### src/rtl/dcr_pkg.sv
// Package: shared route encoding for the dispatch classifier router.
// Assumes nothing beyond IEEE 1800-2017 enums.
package dcr_pkg;

    typedef enum logic [2:0] {
        RT_NONE  = 3'd0,  // slot not considered
        RT_DROP  = 3'd1,  // squashed, discarded
        RT_HALT  = 3'd2,  // issue queue full, group stops here
        RT_LOAD  = 3'd3,
        RT_STORE = 3'd4,
        RT_NSPEC = 3'd5,
        RT_NOP   = 3'd6,
        RT_GEN   = 3'd7
    } route_e;

    localparam int NUM_CNT = 6;
    localparam int C_SQ    = 0;
    localparam int C_FULL  = 1;
    localparam int C_LD    = 2;
    localparam int C_ST    = 3;
    localparam int C_NS    = 4;
    localparam int C_GEN   = 5;

endpackage

### src/rtl/dcr_group_walk.sv
// Module: dcr_group_walk
// Walks the slots of a group in ascending order and tells which slots are
// reached. A slot is reached when it is inside the valid count and no lower
// slot has halted on a full issue queue. Assumes iq_full is stable for the
// cycle in which the group is presented.
module dcr_group_walk #(
    parameter int N = 4
) (
    input  logic [N-1:0] active,
    input  logic [N-1:0] squash,
    input  logic         iq_full,
    output logic [N-1:0] reached,
    output logic         halt
);

    logic [N:0] open_chain;  // open_chain[i]: no halt below slot i

    assign open_chain[0] = 1'b1;

    genvar gi;
    generate
        for (gi = 0; gi < N; gi++) begin : g_walk
            // reached when still open and valid; closes on a non-squashed slot under full
            assign reached[gi]      = active[gi] & open_chain[gi];
            assign open_chain[gi+1] = open_chain[gi] &
                                      ~(reached[gi] & ~squash[gi] & iq_full);
        end
    endgenerate

    assign halt = ~open_chain[N];

endmodule

### src/rtl/dcr_slot_route.sv
// Module: dcr_slot_route
// Picks the route of one slot by fixed priority: squashed, full check,
// load, store, non-speculative, no-op, general. Purely combinational.
module dcr_slot_route
    import dcr_pkg::*;
(
    input  logic   reached,
    input  logic   iq_full,
    input  logic   is_squash,
    input  logic   is_load,
    input  logic   is_store,
    input  logic   is_nonspec,
    input  logic   is_nop,
    output route_e route
);

    // priority chain for one slot
    always_comb begin
        if (!reached)        route = RT_NONE;
        else if (is_squash)  route = RT_DROP;
        else if (iq_full)    route = RT_HALT;
        else if (is_load)    route = RT_LOAD;
        else if (is_store)   route = RT_STORE;
        else if (is_nonspec) route = RT_NSPEC;
        else if (is_nop)     route = RT_NOP;
        else                 route = RT_GEN;
    end

endmodule

### src/rtl/dcr_sat_counter.sv
// Module: dcr_sat_counter
// Event counter that adds a small increment per cycle and holds at its
// all-ones value. Synchronous active-low reset clears it. Assumes W > IW.
module dcr_sat_counter #(
    parameter int W  = 32,
    parameter int IW = 3
) (
    input  logic          clk,
    input  logic          rst_n,
    input  logic [IW-1:0] inc,
    output logic [W-1:0]  value
);

    localparam logic [W-1:0] TOP = {W{1'b1}};

    logic [W-1:0] inc_w;
    logic [W-1:0] room;

    assign inc_w = W'(inc);
    assign room  = TOP - value;

    // accumulate with saturation
    always_ff @(posedge clk) begin
        if (!rst_n)            value <= '0;
        else if (inc_w > room) value <= TOP;
        else                   value <= value + inc_w;
    end

endmodule

### src/rtl/dispatch_router.sv
// Module: dispatch_router
// Routes a group of up to N renamed instructions to the issue queue, the
// load or store side of the load/store queue, the non-speculative port or
// the no-op tail advance. Decisions are registered; stall_up is
// combinational. Assumes grp_count <= N and iq_full stable per cycle.
module dispatch_router
    import dcr_pkg::*;
#(
    parameter int N     = 4,
    parameter int TAG_W = 8,
    parameter int CNT_W = 32,
    localparam int CIW  = $clog2(N + 1)
) (
    input  logic             clk,
    input  logic             rst_n,
    input  logic             grp_valid,
    input  logic [CIW-1:0]   grp_count,
    input  logic [N-1:0]     f_squash,
    input  logic [N-1:0]     f_load,
    input  logic [N-1:0]     f_store,
    input  logic [N-1:0]     f_nonspec,
    input  logic [N-1:0]     f_nop,
    input  logic [N*TAG_W-1:0] slot_tag,
    input  logic             iq_full,
    output logic             stall_up,
    output logic [N-1:0]     iq_wr,
    output logic [N-1:0]     lsq_ld_wr,
    output logic [N-1:0]     lsq_st_wr,
    output logic [N-1:0]     nsp_wr,
    output logic [N-1:0]     tail_adv,
    output logic [N-1:0]     commit_ok,
    output logic [N-1:0]     exec_done,
    output logic [N*TAG_W-1:0] wr_tag,
    output logic             block_req,
    output logic [CNT_W-1:0] cnt_squash,
    output logic [CNT_W-1:0] cnt_iqfull,
    output logic [CNT_W-1:0] cnt_load,
    output logic [CNT_W-1:0] cnt_store,
    output logic [CNT_W-1:0] cnt_nonspec,
    output logic [CNT_W-1:0] cnt_disp
);

    logic [N-1:0]   active;
    logic [N-1:0]   reached;
    logic           halt;
    route_e         route [N];
    logic [CIW-1:0] inc [NUM_CNT];
    logic [CNT_W-1:0] cnt_val [NUM_CNT];

    genvar gi;

    // slot i is in the group when valid and below the count
    generate
        for (gi = 0; gi < N; gi++) begin : g_active
            assign active[gi] = grp_valid & (CIW'(gi) < grp_count);
        end
    endgenerate

    dcr_group_walk #(.N(N)) u_walk (
        .active  (active),
        .squash  (f_squash),
        .iq_full (iq_full),
        .reached (reached),
        .halt    (halt)
    );

    generate
        for (gi = 0; gi < N; gi++) begin : g_route
            dcr_slot_route u_route (
                .reached    (reached[gi]),
                .iq_full    (iq_full),
                .is_squash  (f_squash[gi]),
                .is_load    (f_load[gi]),
                .is_store   (f_store[gi]),
                .is_nonspec (f_nonspec[gi]),
                .is_nop     (f_nop[gi]),
                .route      (route[gi])
            );
        end
    endgenerate

    assign stall_up = halt;

    // per-class event counts for this group
    always_comb begin
        for (int k = 0; k < NUM_CNT; k++) inc[k] = '0;
        for (int i = 0; i < N; i++) begin
            case (route[i])
                RT_DROP:  inc[C_SQ]  = inc[C_SQ]  + 1'b1;
                RT_LOAD:  inc[C_LD]  = inc[C_LD]  + 1'b1;
                RT_STORE: inc[C_ST]  = inc[C_ST]  + 1'b1;
                RT_NSPEC: inc[C_NS]  = inc[C_NS]  + 1'b1;
                RT_GEN:   inc[C_GEN] = inc[C_GEN] + 1'b1;
                default:  ;
            endcase
        end
        inc[C_FULL] = CIW'(halt);
    end

    generate
        for (gi = 0; gi < NUM_CNT; gi++) begin : g_cnt
            dcr_sat_counter #(.W(CNT_W), .IW(CIW)) u_cnt (
                .clk   (clk),
                .rst_n (rst_n),
                .inc   (inc[gi]),
                .value (cnt_val[gi])
            );
        end
    endgenerate

    assign cnt_squash  = cnt_val[C_SQ];
    assign cnt_iqfull  = cnt_val[C_FULL];
    assign cnt_load    = cnt_val[C_LD];
    assign cnt_store   = cnt_val[C_ST];
    assign cnt_nonspec = cnt_val[C_NS];
    assign cnt_disp    = cnt_val[C_GEN];

    // register per-slot strobes and marks from the routes
    always_ff @(posedge clk) begin
        if (!rst_n) begin
            iq_wr     <= '0;
            lsq_ld_wr <= '0;
            lsq_st_wr <= '0;
            nsp_wr    <= '0;
            tail_adv  <= '0;
            commit_ok <= '0;
            exec_done <= '0;
        end else begin
            for (int i = 0; i < N; i++) begin
                iq_wr[i]     <= (route[i] == RT_GEN);
                lsq_ld_wr[i] <= (route[i] == RT_LOAD);
                lsq_st_wr[i] <= (route[i] == RT_STORE);
                nsp_wr[i]    <= (route[i] == RT_NSPEC);
                tail_adv[i]  <= (route[i] == RT_NOP);
                commit_ok[i] <= (route[i] == RT_NSPEC) || (route[i] == RT_NOP);
                exec_done[i] <= (route[i] == RT_NOP);
            end
        end
    end

    // register the block request raised by a halted group
    always_ff @(posedge clk) begin
        if (!rst_n) block_req <= 1'b0;
        else        block_req <= halt;
    end

    // capture tags of each presented group
    always_ff @(posedge clk) begin
        if (!rst_n)         wr_tag <= '0;
        else if (grp_valid) wr_tag <= slot_tag;
    end

endmodule

### config.mk
export PLATFORM = sky130hd
export DESIGN_NAME = dispatch_router
export DESIGN_NICKNAME = d
export VERILOG_FILES = /design/src/rtl/dcr_pkg.sv /design/src/rtl/dcr_group_walk.sv /design/src/rtl/dcr_slot_route.sv /design/src/rtl/dcr_sat_counter.sv /design/src/rtl/dispatch_router.sv
export SDC_FILE = /design/constraint.sdc
export NUM_CORES = 1
export LEC_CHECK = 0
export BUFFER_PORTS_ARGS = -buffer_cell sky130_fd_sc_hd__buf_2
export CELL_PAD_IN_SITES_DETAIL_PLACEMENT = 0
export CELL_PAD_IN_SITES_GLOBAL_PLACEMENT = 2
export CORE_ASPECT_RATIO = 1.2
export CORE_UTILIZATION = 35
export CTS_BUF_LIST = sky130_fd_sc_hd__clkbuf_2 sky130_fd_sc_hd__clkbuf_4 sky130_fd_sc_hd__clkbuf_8
export CTS_CLUSTER_SIZE = 40
export DETAILED_ROUTE_END_ITERATION = 10
export PLACE_DENSITY_LB_ADDON = 0.15
export SLEW_MARGIN = 20
export SYNTH_ARGS = -nofsm -noshare
export SYNTH_HDL_FRONTEND = slang
export SYNTH_SLANG_ARGS = --single-unit
### constraint.sdc
create_clock -name clk -period 10.05 [get_ports clk]
set_input_delay 1.005 -clock clk [delete_from_list [all_inputs] [get_ports clk]]
set_output_delay 1.005 -clock clk [all_outputs]
set_load 0.02 [all_outputs]
; Word-level counts from Yosys, hierarchy flattened
; Index checks and enable logic that the tools add are counted.
[classes]
eq_ne = 24
reduce_logical = 4
mux = 54
n_bitwise = 27
add_sub_neg = 27
magnitude_cmp = 10
[ops]
columns = operator, n
row1 = 2-to-1 mux 32 bit, 6
row2 = "subtractor 32 bit, first input constant", 6
row3 = adder 32 x 3 -> 32 bit, 5
row4 = greater-than comparator 3 x 32 -> 1 bit, 5
row5 = 2-to-1 mux 3 bit, 39
row6 = "equality test 3 bit, second input constant", 16
row7 = "adder 3 x 1 -> 3 bit, second input constant", 15
row8 = adder 32 x 1 -> 32 bit, 1
row9 = greater-than comparator 1 x 32 -> 1 bit, 1
row10 = AND 1 bit, 18
row11 = "equality test 3 x 1 -> 1 bit, second input constant", 4
row12 = "equality test 3 x 2 -> 1 bit, second input constant", 4
row13 = 2-to-1 mux 1 bit, 9
row14 = inverter 1 bit, 9
row15 = "< comparator 1 x 3 -> 1 bit, first input constant", 2
row16 = "< comparator 2 x 3 -> 1 bit, first input constant", 2
row17 = logical OR 1 bit, 4
[totals]
ff_bits = 249
word_cells = 160

; Logic depth before layout (Yosys ltp)
; Gate-level depths: netlist (run 1).
[depth]
word_depth = 23
mapped_depth = 19
depth_no_buf = 18

; Modules after synthesis
; A second synthesis (run 1) with hierarchy kept.
[unflattened]
hier_cells = 1370
hier_area_um2 = 13158.9
[by_module_without_submodules]
columns = module, area_per_inst_um2, instances, cells_each
row1 = dcr_sat_counter, 1719.1, 6, 178
row2 = dispatch_router, 2549.9, 1, 258
row3 = dcr_slot_route, 51.3, 4, 8
row4 = dcr_group_walk, 88.8, 1, 12

; Worst setup path before layout (run 1)
; OpenSTA, ideal clock, no wires.
[synth_timing]
path_type = input -> register
from = input port iq_full
to = register g_cnt[3].u_cnt.value[23]
n_path_buf = 1
arrival_ps = 4543
t_required_ps = 9907
path_slack_ps = 5364
cell_stages = 16
path_cell_list = nand2b_1 > or4_1 > nor2_1 > nand2_1 > ha_1 > xor2_1 > inv_1 > ha_1 > mux2_2 > ha_1 > a21o_1 > a21oi_1 > clkbuf_1 > nor3_1 > xnor2_1 > a21oi_2
[synth_between]
elab_chain_cells = 18
elab_cells_between_ends = 39
cone_classes = add/sub (4) / order compare (1) / eq/ne (4) / mux (17) / bitwise (13)
[synth_rtl]
columns = element, line
row1 = "start, declared", dispatch_router.sv:24  ; input logic iq_full,
row2 = branches (longest 15 deep; another with adder 3 x 1 -> 3 bit), -
row3 = 2-to-1 mux 3 bit *, dispatch_router.sv:88  ; case (route[i])
row4 = adder 32 x 3 -> 32 bit / greater-than comparator 3 x 32 -> 1 bit (equally long branches), "dcr_sat_counter.sv:26, dcr_sat_counter.sv:25"
row5 = 2-to-1 mux 32 bit *, dcr_sat_counter.sv:25  ; else if (inc_w > room) value <= TOP;
row6 = "end signal, assigned", dcr_sat_counter.sv:26  ; else value <= value + inc_w;
row7 = "end, declared", dcr_sat_counter.sv:11  ; output logic [W-1:0] value
; Mark *: on every way between the ends.
; A chain may end at the register's enable or synchronous reset.

; Worst setup path after layout (run 1)
[layout_timing]
from = input port grp_valid
to = register g_cnt[5].u_cnt.value[1]
[layout_between]
elab_chain_cells = 20
elab_cells_between_ends = 36
cone_classes = add/sub (4) / order compare (1) / eq/ne (4) / mux (9) / bitwise (18)
[layout_rtl]
columns = element, line
row1 = "start, declared", dispatch_router.sv:16  ; input logic grp_valid,
row2 = branches (longest 17 deep; another with adder 3 x 1 -> 3 bit), -
row3 = 2-to-1 mux 3 bit *, dispatch_router.sv:88
row4 = adder 32 x 3 -> 32 bit / greater-than comparator 3 x 32 -> 1 bit (equally long branches), "dcr_sat_counter.sv:26, dcr_sat_counter.sv:25"
row5 = 2-to-1 mux 32 bit *, dcr_sat_counter.sv:25
row6 = "end signal, assigned", dcr_sat_counter.sv:26
row7 = "end, declared", dcr_sat_counter.sv:11
; Marked as above.

==> results of run 1 <==
==> layout by cell type (no fill, tap or decap), types with 6 or more instances in the layout <==
master,netlist,routed
nor2_1,85,85
dfxtp_1,249,249
and3_1,36,36
nand2_1,66,66
clkbuf_4,0,14
a21oi_2,31,31
o211ai_1,7,7
and4_1,20,20
ha_1,43,43
nand4_1,61,61
nor4_1,22,22
xnor2_1,85,85
mux2i_1,42,42
buf_2,15,312
or3_1,8,8
and2_1,7,7
nand3_1,66,66
o21ai_0,13,13
nor4b_1,6,6
clkbuf_8,0,55
buf_4,4,12
a31oi_1,8,8
o21a_1,6,6
nor3_1,35,35
xor2_1,105,105
inv_1,56,56
nor2b_1,12,12
a21oi_1,167,167
==> worst max-delay path by stage <==
stage | from | end | slack [ps] | depth (start not counted)
final | grp_valid | g_cnt[5].u_cnt.value[1]$_SDFF_PN0_ | 4450 | 18
after floorplan | iq_full | g_cnt[3].u_cnt.value[23]$_SDFF_PN0_ | 5360 | 16
after global placement | grp_valid | g_cnt[5].u_cnt.value[30]$_SDFF_PN0_ | 3950 | 18
after global routing | grp_valid | g_cnt[5].u_cnt.value[30]$_SDFF_PN0_ | 4060 | 18
after detailed placement | grp_valid | g_cnt[5].u_cnt.value[2]$_SDFF_PN0_ | 3850 | 18
after CTS | grp_valid | g_cnt[5].u_cnt.value[30]$_SDFF_PN0_ | 4460 | 18
==> report_power, final <==
group	total (uW)	switching [uW]	internal (uW)
Clock	951	411	540
Combinational	128	82.3	45.6
Sequential	1010	7.44	1000
Total	2090	501	1590
==> sequential cells by signal (all words and copies together), names as in the netlist <==
| register | count |
|---|---|
| block_req | 1 |
| exec_done | 4 |
| g_cnt.u_cnt.value | 192 |
| commit_ok | 4 |
| wr_tag | 32 |
| lsq_st_wr | 4 |
| lsq_ld_wr | 4 |
| nsp_wr | 4 |
| iq_wr | 4 |
==> worst reg2reg max path, cell delays in order (launching register included) <==
cell     delay [ps]
dfxtp_1         430
and3_1          310
nand4_2         420
nor4_1          460
nand4_1         380
buf_4           370
a21oi_1         180
==> cells by family (layout without fill, tap and decap cells) <==
kind of cell	after synthesis	in the layout	synth area share
xor gates and xnor gates	190	190	0.134
buffers and inverters	133	457	0.0448
other	0	1	0
and+or+nand+nor	457	457	0.204
adders and majority gates	48	48	0.0515
AOI/OAI and AO/OA	260	260	0.124
muxes	47	47	0.0385
DFF	249	249	0.402
==> routing by layer <==
| metal | up-vias | global-route usage | wire length, um | share of wire |
|---|---|---|---|---|
| met1 | 5045 | 0.249 | 16100 | 0.46 |
| met4 | 8 | 0.0560 | 733 | 0.021 |
| met5 | - | 0 | 51 | 0.0015 |
| met3 | 54 | 0.0475 | 2100 | 0.060 |
| met2 | 265 | 0.308 | 16000 | 0.46 |
| li1 | 5467 | - | - | - |
==> area by class of cell <==
type                    instances  share of cell area
multi-input cells            1002               0.451
flip-flops and latches        249               0.328
repair buffers                324               0.109
clock buffers                  69              0.0567
well taps                     462              0.0380
inverters                      59              0.0151
clock inverters                 5             0.00198
diodes                          1            0.000165
==> metrics by stage <==
step	power, uW	setup WS (ps)	hold slack, ps
final	2090	4450	486
after global routing	2190	4060	516
after CTS	2130	4460	492
after detailed placement	1160	3850	476
after global placement	1160	3950	469
after floorplan	1110	5360	540
==> summary.md, run 1 <==
| Metric | Value |
|---|---|
| Status | `completed` |
| Vias | `10839` |
| Die Span Y | `roughly 210 um` |
| Worst-margin pin slew | `1120 ps` |
| Final hold viol count | `0` |
| Post-DR wirelength/cell | `16.1 um` |
| Remaining routing DRC violations | `0` |
| Worst path cell trace | `buf_2 -> buf_4 -> nand2b_1 -> or4_1 -> nor3_1 -> and2_1 -> inv_1 -> ha_1 -> xnor2_1 -> inv_1 -> ha_1 -> mux2_2 -> ha_1 -> nor2b_1 -> o21a_1 -> o2111ai_1 -> or2_1 -> a21oi_1` |
| Die W | `between 150 and 200 um` |
| Cell area after layout | `0.0152 mm2` |
| Crit-path max cell delay | `890 ps` |
| RR Startpoint | `g_cnt[2].u_cnt.value[9]$_SDFF_PN0_` |
| Initial detailed-routing violation count | `roughly 480` |
| Clock Tree Root | `clkbuf_8` |
| Commonest cells post-synth | `dfxtp_1, a21oi_1, xor2_1` |
| Share of layout cells above drive strength 1 | `0.266` |
| Worst Hold Class | `reg2reg` |
| Number of detailed-route iterations in the first pass | `4` |
| Number of global-route vias before repair | `10544` |
| Slowest-stage cell, CP | `or2_1` |
| Largest cells by area after synthesis | `dfxtp_1, xor2_1, a21oi_1` |
| Dpl hpwl | `24.5 mm` |
| Vias per cell | `4.99` |
| Crit Path Max Fanout | `39` |
| Finished Layout Cells | `~2200` |
| Pin count of the biggest net entering global routing | `139` |
| Worst-path clk slew | `about 60 ps` |
| Reg-to-reg critical path endpoint | `g_cnt[2].u_cnt.value[7]$_SDFF_PN0_` |
| Total die area | `between 0.03 and 0.04 mm2` |
| Crit Path Category | `in2reg` |
| Cell Pwr Density | `137 mW/mm2` |
| Final nets | `approximately 1800` |
| ANT nets after route | `0` |
| Most used cell, CP | `ha_1` |
| Port bufs | `312` |
| Final wirelength | `35.0 mm` |
| Element type at the critical path end | `flip-flop` |
| First-pass GRT wire length | `56.5 mm` |
| Buf+Inv Stages, Crit Path | `4` |
| Hold depth | `2` |
| Mapped Cells | `around 1400` |
| Clock Latency Late Sink | `approximately 560 ps` |
| Max Cap Viol | `0` |
| Synth Register Bits | `249` |
| Synth unique cells | `66` |
| Period Utilization, post-route | `0.557` |
| Unrepaired setup endpoints after global routing | `no` |
| IO Count | `313` |
| Ys flop type | `dfxtp_1` |
| Setup bufs post-CTS | `0` |
| Cts repair resizes | `0` |
| Rel. slew slack | `0.251` |
| Gr usage total | `0.190` |
| Min cycle time layout | `5600 ps` |
| Yosys top cell by area | `dfxtp_1` |
| Worst Clk Skew | `~18 ps` |
| FFs w/ async S/R, synth | `0` |
| Worst EP arrival | `5980 ps` |
| Core box area | `between 0.03 and 0.04 mm2` |
| Critical path data required time | `10430 ps` |
| Synth Area per Inst | `between 8 and 9 um2` |
| Fillers | `3655` |
| Top-count cell post-synth | `dfxtp_1` |
| Leak | `0.00648 uW` |
| Grt total ovfl | `0` |
| Hold Path End | `wr_tag[24]$_SDFFE_PN0P_` |
| Clock tree buffer depth | `3` |
| Fraction of the yosys area taken by sequential cells | `0.402` |
| EDFF count, synth | `0` |
| Placer congestion estimate | `roughly 0.79` |
| CTS tree | `built` |
| Post-synth top area share | `0.402` |
| HP Start | `wr_tag[24]$_SDFFE_PN0P_` |
| Ys Warns | `0` |
| Dpl cells | `2096` |
| Fmax achieved | `179 MHz` |
| CTS H-tree depth | `2` |
| FF/Latch Area | `about 0.0050 mm2` |
| Mapped cell area | `between 0.01 and 0.015 mm2` |
| Layout Utilization | `0.435` |
| Initial Util | `0.355` |
| Initial antenna violation count | `5` |
| Final max-slew violation count | `0` |
| Delay-heaviest family, CP | `simple AND/OR/NAND/NOR gates` |
| Reg2Reg Depth | `6` |
| Final setup viols | `0` |
| Setup TNS | `0 ps` |
| Syn nets | `between 1000 and 1500` |
| R2R setup slack | `7420 ps` |
| CTS Hold Buffers Added | `0` |
| Crit path launch type | `input port` |
| # rows | `75` |
| Post-DP Area | `0.0143 mm2` |
| CTS Sinks | `249` |
| Worst VDD drop | `about 0.10 mV` |
| Area occupied by multi-input gates | `0.00686 mm2` |
| Synthesis-to-layout area growth | `22.6%` |
| Total CTS buffers | `44` |
No activity file was read; power rests on OpenSTA's default activity.
==> run 2: changes to the inputs <==
CORE_UTILIZATION = 30   (was 35)
clock period = 4.88 ns   (was 10.05 ns; I/O delays follow)
==> summary.md, run 2 (same netlist as run 1, synthesis figures left out) <==
| Metric | Value |
|---|---|
| Worst VDD drop | `about 0.21 mV` |
| Worst EP arrival | `4400 ps` |
| Core box area | `0.0407 mm2` |
| Status | `completed` |
| Commonest non-fill, non-tap cell in the layout | `buf_2` |
| Crit Path Category | `in2reg` |
| Largest register FFs | `between 150 and 200` |
| Net switching power | `approximately 1100 uW` |
| CTS Hold Buffers Added | `0` |
| Critical path data required time | `5260 ps` |
| Grt total ovfl | `0` |
| Setup crit end | `g_cnt[5].u_cnt.value[16]$_SDFF_PN0_` |
| Die W | `188 um` |
| Switch share | `0.242` |
| Placer congestion estimate | `0.780` |
| Biggest regs | `g_cnt.u_cnt.value (192), wr_tag (32)` |
| Origin of the worst setup path | `grp_valid` |
| Remaining routing DRC violations | `0` |
| Worst Clk Skew | `17.1 ps` |
| Final setup viols | `0` |
| Crit Path Max Fanout | `28` |
| Final max-slew violation count | `0` |
| Initial antenna violation count | `4` |
| Max Cap Viol | `0` |
| Worst-path clk slew | `60 ps` |
| Initial Util | `0.304` |
| Number of detailed-route iterations in the first pass | `4` |
| Initial detailed-routing violation count | `441` |
| Vias per cell | `about 4.8` |
| ANT nets after route | `0` |
| Pin count of the biggest net entering global routing | `between 150 and 200` |
| Reg-to-reg critical path endpoint | `g_cnt[2].u_cnt.value[1]$_SDFF_PN0_` |
| RR Startpoint | `g_cnt[2].u_cnt.value[8]$_SDFF_PN0_` |
| Area occupied by multi-input gates | `0.00687 mm2` |
| Most flops, register | `g_cnt.u_cnt.value` |
| Port bufs | `312` |
| Number of global-route vias before repair | `roughly 11000` |
| Vias | `approximately 11000` |
| Inserted Diodes | `0` |
| Element type at the critical path end | `flip-flop` |
| Internal power | `3350 uW` |
| Cell Pwr Density | `285 mW/mm2` |
| Worst path cell trace | `buf_2 -> nand2b_1 -> or4_1 -> nor3_1 -> and2_1 -> inv_1 -> ha_1 -> xnor2_1 -> inv_1 -> ha_1 -> mux2_2 -> ha_1 -> nor2b_1 -> o21a_1 -> o2111ai_1 -> or2_1 -> buf_12 -> a31oi_1` |
| Rel. slew slack | `0.286` |
| Setup TNS | `0 ps` |
| Fmax achieved | `249 MHz` |
| Final nets | `about 1800` |
| Clock Latency Late Sink | `about 560 ps` |
| IO Count | `313` |
| Commonest cells after routing, fill and taps aside | `buf_2, dfxtp_1, a21oi_1, xor2_1` |
| Clock tree buffer depth | `3` |
| First-pass GRT wire length | `59.7 mm` |
| Share of layout cells above drive strength 1 | `0.274` |
| Synthesis-to-layout area growth | `25.1%` |
| R2R setup slack | `2290 ps` |
| CTS Sinks | `249` |
| Most used cell, CP | `ha_1` |
| Die Span Y | `225 um` |
| Leak | `0.00663 uW` |
| Cts repair resizes | `0` |
| Post-DR wirelength/cell | `16.5 um` |
| Worst-margin pin slew | `approximately 1100 ps` |
| Reg2Reg Depth | `6` |
| Fillers | `4328` |
| Total die area | `0.0421 mm2` |
| Unrepaired setup endpoints after global routing | `no` |
| Sequential share of power | `0.470` |
| Gr usage total | `0.174` |
| Final hold viol count | `0` |
| Hold Slack | `163 ps` |
| Crit-path max cell delay | `500 ps` |
| # rows | `81` |
| Setup bufs post-CTS | `0` |
| Combinational share of power | `0.062` |
| CTS tree | `built` |
| Clock group share of total power | `0.468` |
| Period Utilization, post-route | `0.822` |
| Min cycle time layout | `4010 ps` |
| Clock Tree Root | `clkbuf_8` |
| CTS H-tree depth | `2` |
| Crit path launch type | `input port` |
| Dpl hpwl | `26.3 mm` |
| FF/Latch Area | `approximately 0.005 mm2` |
| Total CTS buffers | `45` |
| Worst Hold Class | `in2reg` |
| Final wirelength | `37.4 mm` |
| Slowest-stage cell, CP | `or4_1` |
==> run 2: changes by cell type in the layout (fill, tap and decap cells not counted), sizes merged <==
cell,delta
clkinvlp,-2
clkinv,+3
buf,+16
clkbuf,+3
diode,-1
==> run 2: final cells by class <==
class	instances	area share
multi-input combinational	1002	0.443
sequential	249	0.321
timing repair buffer	340	0.116
clock buffer	72	0.0595
tap	539	0.0435
inverter	59	0.0148
clock inverter	6	0.00194
==> run 2: worst min-delay path by stage <==
stage | from | slack (ps) | end | depth (start not counted)
finish | slot_tag[18] | 160 | wr_tag[18]$_SDFFE_PN0P_ | 3
global route | slot_tag[25] | 130 | wr_tag[25]$_SDFFE_PN0P_ | 3
CTS | slot_tag[11] | 110 | wr_tag[11]$_SDFFE_PN0P_ | 3
detailed placement | g_cnt[1].u_cnt.value[31]$_SDFF_PN0_ | 470 | g_cnt[1].u_cnt.value[31]$_SDFF_PN0_ | 2
global placement | g_cnt[1].u_cnt.value[31]$_SDFF_PN0_ | 470 | g_cnt[1].u_cnt.value[31]$_SDFF_PN0_ | 2
floorplan | g_cnt[1].u_cnt.value[31]$_SDFF_PN0_ | 540 | g_cnt[1].u_cnt.value[31]$_SDFF_PN0_ | 2
==> run 2: per-layer routing <==
metal	vias to the layer above	part of all wire	global-route usage
met4	4	0.021	0.0506
met2	254	0.46	0.277
met1	5051	0.46	0.233
met5	-	0.00091	0
met3	60	0.057	0.0440
li1	5511	-	-
==> run 2: metrics by stage <==
stage / total power, uW / instance area [um2] / util / worst slack, ps / instances
after floorplan: 2290 / 12400 / - / 711 / 1384
after global placement: 2400 / 14500 / 0.357 / 270 / 2189
after detailed placement: 2400 / 14500 / 0.357 / 272 / 2189
after CTS: 4530 / 15500 / 0.380 / 878 / 2267
after global routing: 4650 / 15500 / 0.381 / 421 / 2267
final: 4420 / 15500 / 0.381 / 866 / 2267
==> run 2: critical path, delay by kind of cell <==
kind | cells | cell delay, ps
AND/OR/NAND/NOR | 6 | 1440
adder cells (fa/ha/maj) | 3 | 860
buffers and inverters | 4 | 550
AO/OA/AOI/OAI | 3 | 430
XOR/XNOR | 1 | 330
multiplexers | 1 | 280
==> run 2: power by group through the flow <==
stage	clock network, uW	logic (uW)	registers [uW]
floorplan	0	137	2150
global placement	0	276	2120
detailed placement	0	278	2120
CTS	2180	279	2080
global route	2260	308	2080
finish	2070	274	2080
